**config.mk**
```make
export PLATFORM = sky130hd
export DESIGN_NAME = dispatch_coalescer
export DESIGN_NICKNAME = d
export VERILOG_FILES = /design/src/rtl/dcs_pkg.sv /design/src/rtl/dcs_lane_stage.sv /design/src/rtl/dcs_sort_cache.sv /design/src/rtl/dcs_group_out.sv /design/src/rtl/dispatch_coalescer.sv
export SDC_FILE = /design/constraint.sdc
export NUM_CORES = 2
export LEC_CHECK = 0
export ABC_AREA = 1
export BUFFER_PORTS_ARGS = -buffer_cell sky130_fd_sc_hd__buf_2
export CORE_ASPECT_RATIO = 0.75
export CORE_MARGIN = 4
export CORE_UTILIZATION = 35
export DETAILED_ROUTE_END_ITERATION = 10
export HOLD_SLACK_MARGIN = 0.05
export MAX_ROUTING_LAYER = met4
export PLACE_DENSITY = 0.48
export SLEW_MARGIN = 20
export SYNTH_ARGS = -nofsm -noshare
export SYNTH_HDL_FRONTEND = slang
export SYNTH_SLANG_ARGS = --single-unit
```
**constraint.sdc**
```tcl
create_clock -name clk -period 21.4 [get_ports clk]
set_input_delay 1.07 -clock clk [delete_from_list [all_inputs] [get_ports clk]]
set_output_delay 1.07 -clock clk [all_outputs]
set_load 0.02 [all_outputs]
```
**src/rtl/dcs_pkg.sv**
```systemverilog
package dcs_pkg;

  // index of the lowest set bit, zero when none is set
  function automatic int unsigned lowest_set(input logic [31:0] v);
    int unsigned r;
    r = 0;
    for (int k = 31; k >= 0; k--) begin
      if (v[k]) r = k;
    end
    return r;
  endfunction

  // mask with the low n bits set
  function automatic logic [31:0] fill_low(input int unsigned n);
    logic [31:0] r;
    r = '0;
    for (int k = 0; k < 32; k++) begin
      if (k < n) r[k] = 1'b1;
    end
    return r;
  endfunction

endpackage

```
**src/rtl/dcs_lane_stage.sv**
```systemverilog
module dcs_lane_stage #(
  parameter int LANES  = 8,
  parameter int ID_W   = 16,
  parameter int ADDR_W = 64
) (
  input  logic                    clk,
  input  logic                    rst_n,
  input  logic                    bat_valid,
  output logic                    bat_ready,
  input  logic [LANES-1:0]        bat_mask,
  input  logic [LANES*ID_W-1:0]   bat_ids,
  input  logic [LANES*ADDR_W-1:0] bat_addrs,
  input  logic                    pop,
  output logic                    has,
  output logic [ID_W-1:0]         cur_id,
  output logic [ADDR_W-1:0]       cur_addr
);
  import dcs_pkg::*;
  localparam int LW = (LANES > 1) ? $clog2(LANES) : 1;

  logic [LANES-1:0]        mask_q;
  logic [LANES*ID_W-1:0]   ids_q;
  logic [LANES*ADDR_W-1:0] addrs_q;
  logic [LW-1:0]           lane;
  logic                    bat_fire;

  assign has       = |mask_q;
  assign bat_ready = !has;
  assign bat_fire  = bat_valid && bat_ready;
  assign lane      = LW'(lowest_set(32'(mask_q)));
  assign cur_id    = ids_q[lane*ID_W +: ID_W];
  assign cur_addr  = addrs_q[lane*ADDR_W +: ADDR_W];

  always_ff @(posedge clk) begin
    if (!rst_n) begin
      mask_q  <= '0;
      ids_q   <= '0;
      addrs_q <= '0;
    end else if (bat_fire) begin
      mask_q  <= bat_mask;
      ids_q   <= bat_ids;
      addrs_q <= bat_addrs;
    end else if (pop) begin
      mask_q  <= mask_q & ~(LANES'(1) << lane);
    end
  end

  // a nonempty batch keeps the batch port closed on the next cycle
  assert_batch_closes_R8: assert property (@(posedge clk) disable iff (!rst_n)
    (bat_fire && (|bat_mask)) |=> (has && !bat_ready));

  // a lane is only consumed while the stage holds one
  assert_pop_needs_lane_R1: assert property (@(posedge clk) disable iff (!rst_n)
    pop |-> has);

endmodule

```
**src/rtl/dcs_sort_cache.sv**
```systemverilog
module dcs_sort_cache #(
  parameter int LANES   = 8,
  parameter int ENTRIES = 8,
  parameter int ID_W    = 16,
  parameter int ADDR_W  = 64,
  parameter int AGE_W   = 12
) (
  input  logic                   clk,
  input  logic                   rst_n,
  input  logic                   in_valid,
  input  logic [ID_W-1:0]        in_id,
  input  logic [ADDR_W-1:0]      in_addr,
  output logic                   in_ok,
  input  logic [AGE_W-1:0]       age_limit,
  input  logic                   out_free,
  output logic                   ev_fire,
  output logic [ADDR_W-1:0]      ev_addr,
  output logic [$clog2(LANES+1)-1:0] ev_cnt,
  output logic [LANES*ID_W-1:0]  ev_ids
);
  localparam int CW = $clog2(LANES+1);
  localparam int LW = (LANES > 1) ? $clog2(LANES) : 1;
  localparam int EW = (ENTRIES > 1) ? $clog2(ENTRIES) : 1;

  logic [ENTRIES-1:0]  v_q;
  logic [ADDR_W-1:0]   tag_q [ENTRIES];
  logic [CW-1:0]       cnt_q [ENTRIES];
  logic [AGE_W-1:0]    age_q [ENTRIES];
  logic [ID_W-1:0]     ids_q [ENTRIES][LANES];

  logic [ENTRIES-1:0]  hit_raw, hit_use, full_vec;
  logic                free_any, any_full, old_found, hit_any;
  logic [EW-1:0]       free_idx, full_idx, old_idx, hit_idx, ev_idx, ins_idx;
  logic                need_force, expired, ev_want, ins;

  always_comb begin
    free_any = 1'b0; free_idx = '0;
    any_full = 1'b0; full_idx = '0;
    for (int i = ENTRIES-1; i >= 0; i--) begin
      full_vec[i] = v_q[i] && (cnt_q[i] == CW'(LANES));
      hit_raw[i]  = v_q[i] && !full_vec[i] && (tag_q[i] == in_addr);
      if (!v_q[i])     begin free_any = 1'b1; free_idx = EW'(i); end
      if (full_vec[i]) begin any_full = 1'b1; full_idx = EW'(i); end
    end
    old_found = 1'b0; old_idx = '0;
    for (int i = 0; i < ENTRIES; i++) begin
      if (v_q[i] && !full_vec[i] && (!old_found || (age_q[i] > age_q[old_idx]))) begin
        old_found = 1'b1;
        old_idx   = EW'(i);
      end
    end
    need_force = in_valid && !(|hit_raw) && !free_any;
    expired    = old_found && (age_q[old_idx] >= age_limit);
    ev_idx     = any_full ? full_idx : old_idx;
    ev_want    = any_full || (old_found && (expired || need_force));
    ev_fire    = ev_want && out_free;
    hit_use    = hit_raw;
    if (ev_fire) hit_use[ev_idx] = 1'b0;
    hit_any = |hit_use;
    hit_idx = '0;
    for (int i = ENTRIES-1; i >= 0; i--) begin
      if (hit_use[i]) hit_idx = EW'(i);
    end
    in_ok   = hit_any || free_any;
    ins     = in_valid && in_ok;
    ins_idx = hit_any ? hit_idx : free_idx;
  end

  assign ev_addr = tag_q[ev_idx];
  assign ev_cnt  = cnt_q[ev_idx];

  for (genvar k = 0; k < LANES; k++) begin : g_ev_lane
    assign ev_ids[k*ID_W +: ID_W] = ids_q[ev_idx][k];
  end

  always_ff @(posedge clk) begin
    if (!rst_n) begin
      v_q <= '0;
      for (int i = 0; i < ENTRIES; i++) begin
        tag_q[i] <= '0;
        cnt_q[i] <= '0;
        age_q[i] <= '0;
        for (int k = 0; k < LANES; k++) ids_q[i][k] <= '0;
      end
    end else begin
      for (int i = 0; i < ENTRIES; i++) begin
        if (ev_fire && (ev_idx == EW'(i))) begin
          v_q[i]   <= 1'b0;
          cnt_q[i] <= '0;
        end else if (ins && (ins_idx == EW'(i))) begin
          if (!hit_any) begin
            v_q[i]      <= 1'b1;
            tag_q[i]    <= in_addr;
            cnt_q[i]    <= CW'(1);
            age_q[i]    <= '0;
            ids_q[i][0] <= in_id;
          end else begin
            ids_q[i][cnt_q[i][LW-1:0]] <= in_id;
            cnt_q[i] <= cnt_q[i] + CW'(1);
            if (age_q[i] != '1) age_q[i] <= age_q[i] + AGE_W'(1);
          end
        end else if (v_q[i] && (age_q[i] != '1)) begin
          age_q[i] <= age_q[i] + AGE_W'(1);
        end
      end
    end
  end

  // one address lives in at most one open slot
  assert_single_open_slot_R2: assert property (@(posedge clk) disable iff (!rst_n)
    $onehot0(hit_raw));

  // an eviction never releases an empty slot
  assert_evict_nonempty_R3: assert property (@(posedge clk) disable iff (!rst_n)
    ev_fire |-> (ev_cnt != '0));

  // a full slot goes before anything else when the output is free
  assert_full_first_R4: assert property (@(posedge clk) disable iff (!rst_n)
    (any_full && out_free) |-> (ev_fire && (ev_cnt == CW'(LANES))));

  // an expired slot leaves whenever the output can take it
  assert_timeout_leaves_R5: assert property (@(posedge clk) disable iff (!rst_n)
    (expired && out_free) |-> ev_fire);

  // a blocked new address makes room on the next cycle
  assert_force_frees_R6: assert property (@(posedge clk) disable iff (!rst_n)
    (need_force && out_free && !any_full) |=> !(&v_q));

endmodule

```
**src/rtl/dcs_group_out.sv**
```systemverilog
module dcs_group_out #(
  parameter int LANES  = 8,
  parameter int ID_W   = 16,
  parameter int ADDR_W = 64
) (
  input  logic                       clk,
  input  logic                       rst_n,
  input  logic                       load,
  input  logic [ADDR_W-1:0]          ld_addr,
  input  logic [$clog2(LANES+1)-1:0] ld_cnt,
  input  logic [LANES*ID_W-1:0]      ld_ids,
  output logic                       free,
  input  logic                       grp_ready,
  output logic                       grp_valid,
  output logic [ADDR_W-1:0]          grp_addr,
  output logic [LANES-1:0]           grp_mask,
  output logic [LANES*ID_W-1:0]      grp_ids
);
  import dcs_pkg::*;
  localparam int CW = $clog2(LANES+1);

  logic [LANES*ID_W-1:0] clean_ids;

  for (genvar k = 0; k < LANES; k++) begin : g_clean
    assign clean_ids[k*ID_W +: ID_W] = (CW'(k) < ld_cnt) ? ld_ids[k*ID_W +: ID_W] : '0;
  end

  assign free = !grp_valid || grp_ready;

  always_ff @(posedge clk) begin
    if (!rst_n) begin
      grp_valid <= 1'b0;
      grp_addr  <= '0;
      grp_mask  <= '0;
      grp_ids   <= '0;
    end else if (load) begin
      grp_valid <= 1'b1;
      grp_addr  <= ld_addr;
      grp_mask  <= LANES'(fill_low(int'(ld_cnt)));
      grp_ids   <= clean_ids;
    end else if (grp_ready) begin
      grp_valid <= 1'b0;
    end
  end

  // a stalled group holds still
  assert_group_hold_R7: assert property (@(posedge clk) disable iff (!rst_n)
    (grp_valid && !grp_ready) |=> (grp_valid && $stable(grp_addr) &&
                                   $stable(grp_mask) && $stable(grp_ids)));

  // a presented group is never empty
  assert_group_nonempty_R2: assert property (@(posedge clk) disable iff (!rst_n)
    grp_valid |-> grp_mask[0]);

endmodule

```
**src/rtl/dispatch_coalescer.sv**
```systemverilog
module dispatch_coalescer #(
  parameter int LANES   = 8,
  parameter int ENTRIES = 8,
  parameter int ID_W    = 16,
  parameter int ADDR_W  = 64,
  parameter int AGE_W   = 12
) (
  input  logic                    clk,
  input  logic                    rst_n,
  input  logic [AGE_W-1:0]        age_limit,
  input  logic                    bat_valid,
  output logic                    bat_ready,
  input  logic [LANES-1:0]        bat_mask,
  input  logic [LANES*ID_W-1:0]   bat_ids,
  input  logic [LANES*ADDR_W-1:0] bat_addrs,
  input  logic                    one_valid,
  output logic                    one_ready,
  input  logic [ID_W-1:0]         one_id,
  input  logic [ADDR_W-1:0]       one_addr,
  output logic                    grp_valid,
  input  logic                    grp_ready,
  output logic [ADDR_W-1:0]       grp_addr,
  output logic [LANES-1:0]        grp_mask,
  output logic [LANES*ID_W-1:0]   grp_ids
);
  localparam int CW = $clog2(LANES+1);

  logic                  stg_has, stg_pop;
  logic [ID_W-1:0]       stg_id;
  logic [ADDR_W-1:0]     stg_addr;
  logic                  ins_valid, ins_ok;
  logic [ID_W-1:0]       ins_id;
  logic [ADDR_W-1:0]     ins_addr;
  logic                  out_free, ev_fire;
  logic [ADDR_W-1:0]     ev_addr;
  logic [CW-1:0]         ev_cnt;
  logic [LANES*ID_W-1:0] ev_ids;

  assign ins_valid = stg_has || one_valid;
  assign ins_id    = stg_has ? stg_id   : one_id;
  assign ins_addr  = stg_has ? stg_addr : one_addr;
  assign stg_pop   = stg_has && ins_ok;
  assign one_ready = !stg_has && ins_ok;

  dcs_lane_stage #(.LANES(LANES), .ID_W(ID_W), .ADDR_W(ADDR_W)) u_stage (
    .clk(clk), .rst_n(rst_n),
    .bat_valid(bat_valid), .bat_ready(bat_ready), .bat_mask(bat_mask),
    .bat_ids(bat_ids), .bat_addrs(bat_addrs),
    .pop(stg_pop), .has(stg_has), .cur_id(stg_id), .cur_addr(stg_addr)
  );

  dcs_sort_cache #(.LANES(LANES), .ENTRIES(ENTRIES), .ID_W(ID_W),
                   .ADDR_W(ADDR_W), .AGE_W(AGE_W)) u_cache (
    .clk(clk), .rst_n(rst_n),
    .in_valid(ins_valid), .in_id(ins_id), .in_addr(ins_addr), .in_ok(ins_ok),
    .age_limit(age_limit), .out_free(out_free),
    .ev_fire(ev_fire), .ev_addr(ev_addr), .ev_cnt(ev_cnt), .ev_ids(ev_ids)
  );

  dcs_group_out #(.LANES(LANES), .ID_W(ID_W), .ADDR_W(ADDR_W)) u_out (
    .clk(clk), .rst_n(rst_n),
    .load(ev_fire), .ld_addr(ev_addr), .ld_cnt(ev_cnt), .ld_ids(ev_ids),
    .free(out_free), .grp_ready(grp_ready), .grp_valid(grp_valid),
    .grp_addr(grp_addr), .grp_mask(grp_mask), .grp_ids(grp_ids)
  );

  // the single port opens only behind an empty batch stage
  assert_single_behind_batch_R8: assert property (@(posedge clk) disable iff (!rst_n)
    one_ready |-> bat_ready);

endmodule

```
==> metrics.txt <==
drt wl/cell=33.2 um; status=complete, no violations; CP max stage delay=0.52 ns; standard-cell rows=184; iteration-0 DRC count of the detailed router=17100; count leader, synth=nor2_1; fmax=50.2 MHz; # setup viols final=0; global-route wire length before repair=841000 um; initial cell density of the core=35.3%; Cells after Synth=13500; Skew-Pair Late Insertion Delay=0.90 ns; Netlist cell types=65; synth top area cells=edfxtp_1 (42%), dfxtp_1 (14%), nor2_1 (8.8%); final hold violation count=0; H-tree level count=5; startpoint types=flop; CP Data Required Time=21.91 ns; Core Area=336000 um2; 1st-pass router iterations=7; vias in the first global route=98600; Area after DPL=128000 um2; Post-Layout Cell Count=18900; initial antenna violation count=111; top_reg_cell synth=edfxtp_1; syn nets=14400; critical path class=flop to flop; total wire length=628000 um; final net count=15000; CTS max path bufs=4; placed insts=18300; arrival time at the worst endpoint=20.41 ns; Ports=948; max-slew violations=0; clk slew on worst S/H paths=0.06 ns; largest net degree at the start of global routing=252; dominant cell type by area after synthesis=edfxtp_1; final worst slack=1.49 ns; Root Driver=clkbuf_16; post-synth top area share=42.2%; top cells by count, synth=nor2_1 (2772), nand2_1 (1921), edfxtp_1 (1664); drt via density=5.82; Final GP Congestion=1.06; Yosys reg bits=2521; Tot GR Track Use=35.5%; Detail Route Antenna Nets=0; Clock Skew=0.0633 ns; ratio of cells with drive above 1 in the final layout=13.7%; Yosys Warn Count=0; design area=138000 um2; HPWL after DPL=458000 um; Async S/R FF share, synth=0%; Die ar.=348000 um2; final worst path period share=93.0%; CTS tree=done; mapped cell area=119000 um2; setup slack at placement=-0.343 ns; Crit. End Element=flop; RSZ-0062 raised after global routing=true; CTS buffer count=285; Relative slew margins=19.3%; maxcap violations=0; most used cell, CP=nand2_1; # port buffers=947; final global-route overflow total=0; post-layout min period=19.91 ns; clk sink count=2521; min-delay worst type=input pin to flop; synthesized area per cell=8.77 um2; DRC errors left=0; register area share after synthesis=56.6%; Die W=680 um; Area Growth Syn to Fin=16.5%; worst-path fanout max=29; highest-delay cell along the critical path=edfxtp_1; die height=512 um; Vias=110000; hold_buf cts=0; Post-synth EDFFs=1664; worst slew pin tran=1.21 ns
## metal layers
layer | wire length [um] | track usage (%)
met1 | 284000 | 52.9
met2 | 251000 | 47.1
met3 | 72600 | 8.15
met4 | 21500 | 10.6
met5 | 0 | -
## metrics by stage
step / setup TNS, ns / hold WS [ns] / utilization (%)
finish: 0 / 0.428 / 41.1
global route: -2.17 / 0.425 / 41.1
CTS: 0 / 0.380 / 40.8
detailed placement: -43.23 / 0.448 / 38.0
global placement: -46.69 / 0.442 / 38.0
floorplan: 0 / 0.430 / -
## what timing repair did
item	4_1_cts	5_1_grt
resized for setup	23	123
buffers inserted	4	24
pin swaps	0	9
cloned	1	3
setup endpoints to repair	454	3296
## cell type report
cell class	count	area, um2
Antenna cell	76	190
Clock buffer	381	7760
Clock inverter	124	1210
Fill cell	34500	198000
Inverter	998	3840
Multi-Input combinational cell	9103	44800
Sequential cell	2521	67100
Tap cell	4464	5590
Timing Repair Buffer	1250	7550
Timing Repair inverter	4	30.0
## worst paths after layout
| check | start | to | slack, ns | depth (start not counted) |
|---|---|---|---|---|
| min | bat_addrs[291] | u_stage.addrs_q[291] | 0.43 | 3 |
| max | u_cache.age_q[1][10] | u_cache.tag_q[3][31] | 1.49 | 119 |
| max reg2reg | u_cache.age_q[1][10] | u_cache.tag_q[3][31] | 1.49 | 119 |
| min reg2reg | u_stage.addrs_q[218] | u_stage.addrs_q[218] | 0.45 | 2 |
## worst max-delay path: cells and delay by family, from the launching register on
kind                       cells  cell delay, ns
AOI/OAI and AO/OA             45            7.04
buffers and inverters         15            2.67
and+or+nand+nor               51            6.67
DFF                            1            0.52
adders and majority gates      8            2.53
## cell families (layout without fill, tap and decap cells)
group,count (synthesis),count (layout),synth area share [%]
simple gates,6192,6192,22.1
compound gates,2677,2677,12.9
flops,2521,2521,56.6
buf+inv,1891,2757,6.25
fa+ha+maj,120,120,1.27
xor+xnor,113,113,0.835
mux,1,1,0.00844
other cells,0,76,0
## cells in the final DEF (no fill, tap or decap), types with 76 or more instances in the layout
cell       netlist  routed
dfxtp_1        857     857
nor2_1        2772    2769
nor3_1          92      88
a21oi_1        378     375
o22ai_1        670     670
diode_2          0      76
o21ai_1         70      82
o21ai_0       1228    1201
inv_1          909     889
ha_1           120     120
nand2_1       1921    1869
clkbuf_16        0     290
nand3_1        865     858
edfxtp_1      1664    1664
buf_2          124     946
buf_4           34     253
nand4_1        334     334
## flip-flops by register name, indices dropped and copies added, names as in the netlist
| name | flops |
|---|---|
| u_cache.age_q | 96 |
| u_cache.cnt_q | 32 |
| u_cache.ids_q | 1024 |
| u_cache.tag_q | 512 |
| u_cache.v_q | 8 |
| u_out.grp_addr | 64 |
| u_out.grp_ids | 128 |
| u_out.grp_mask | 8 |
| u_out.grp_valid | 1 |
| u_stage.addrs_q | 512 |
| u_stage.ids_q | 128 |
| u_stage.mask_q | 8 |
Power is not shown: default switching activity piles up to over one toggle a cycle in this logic, so the estimate is an artifact.
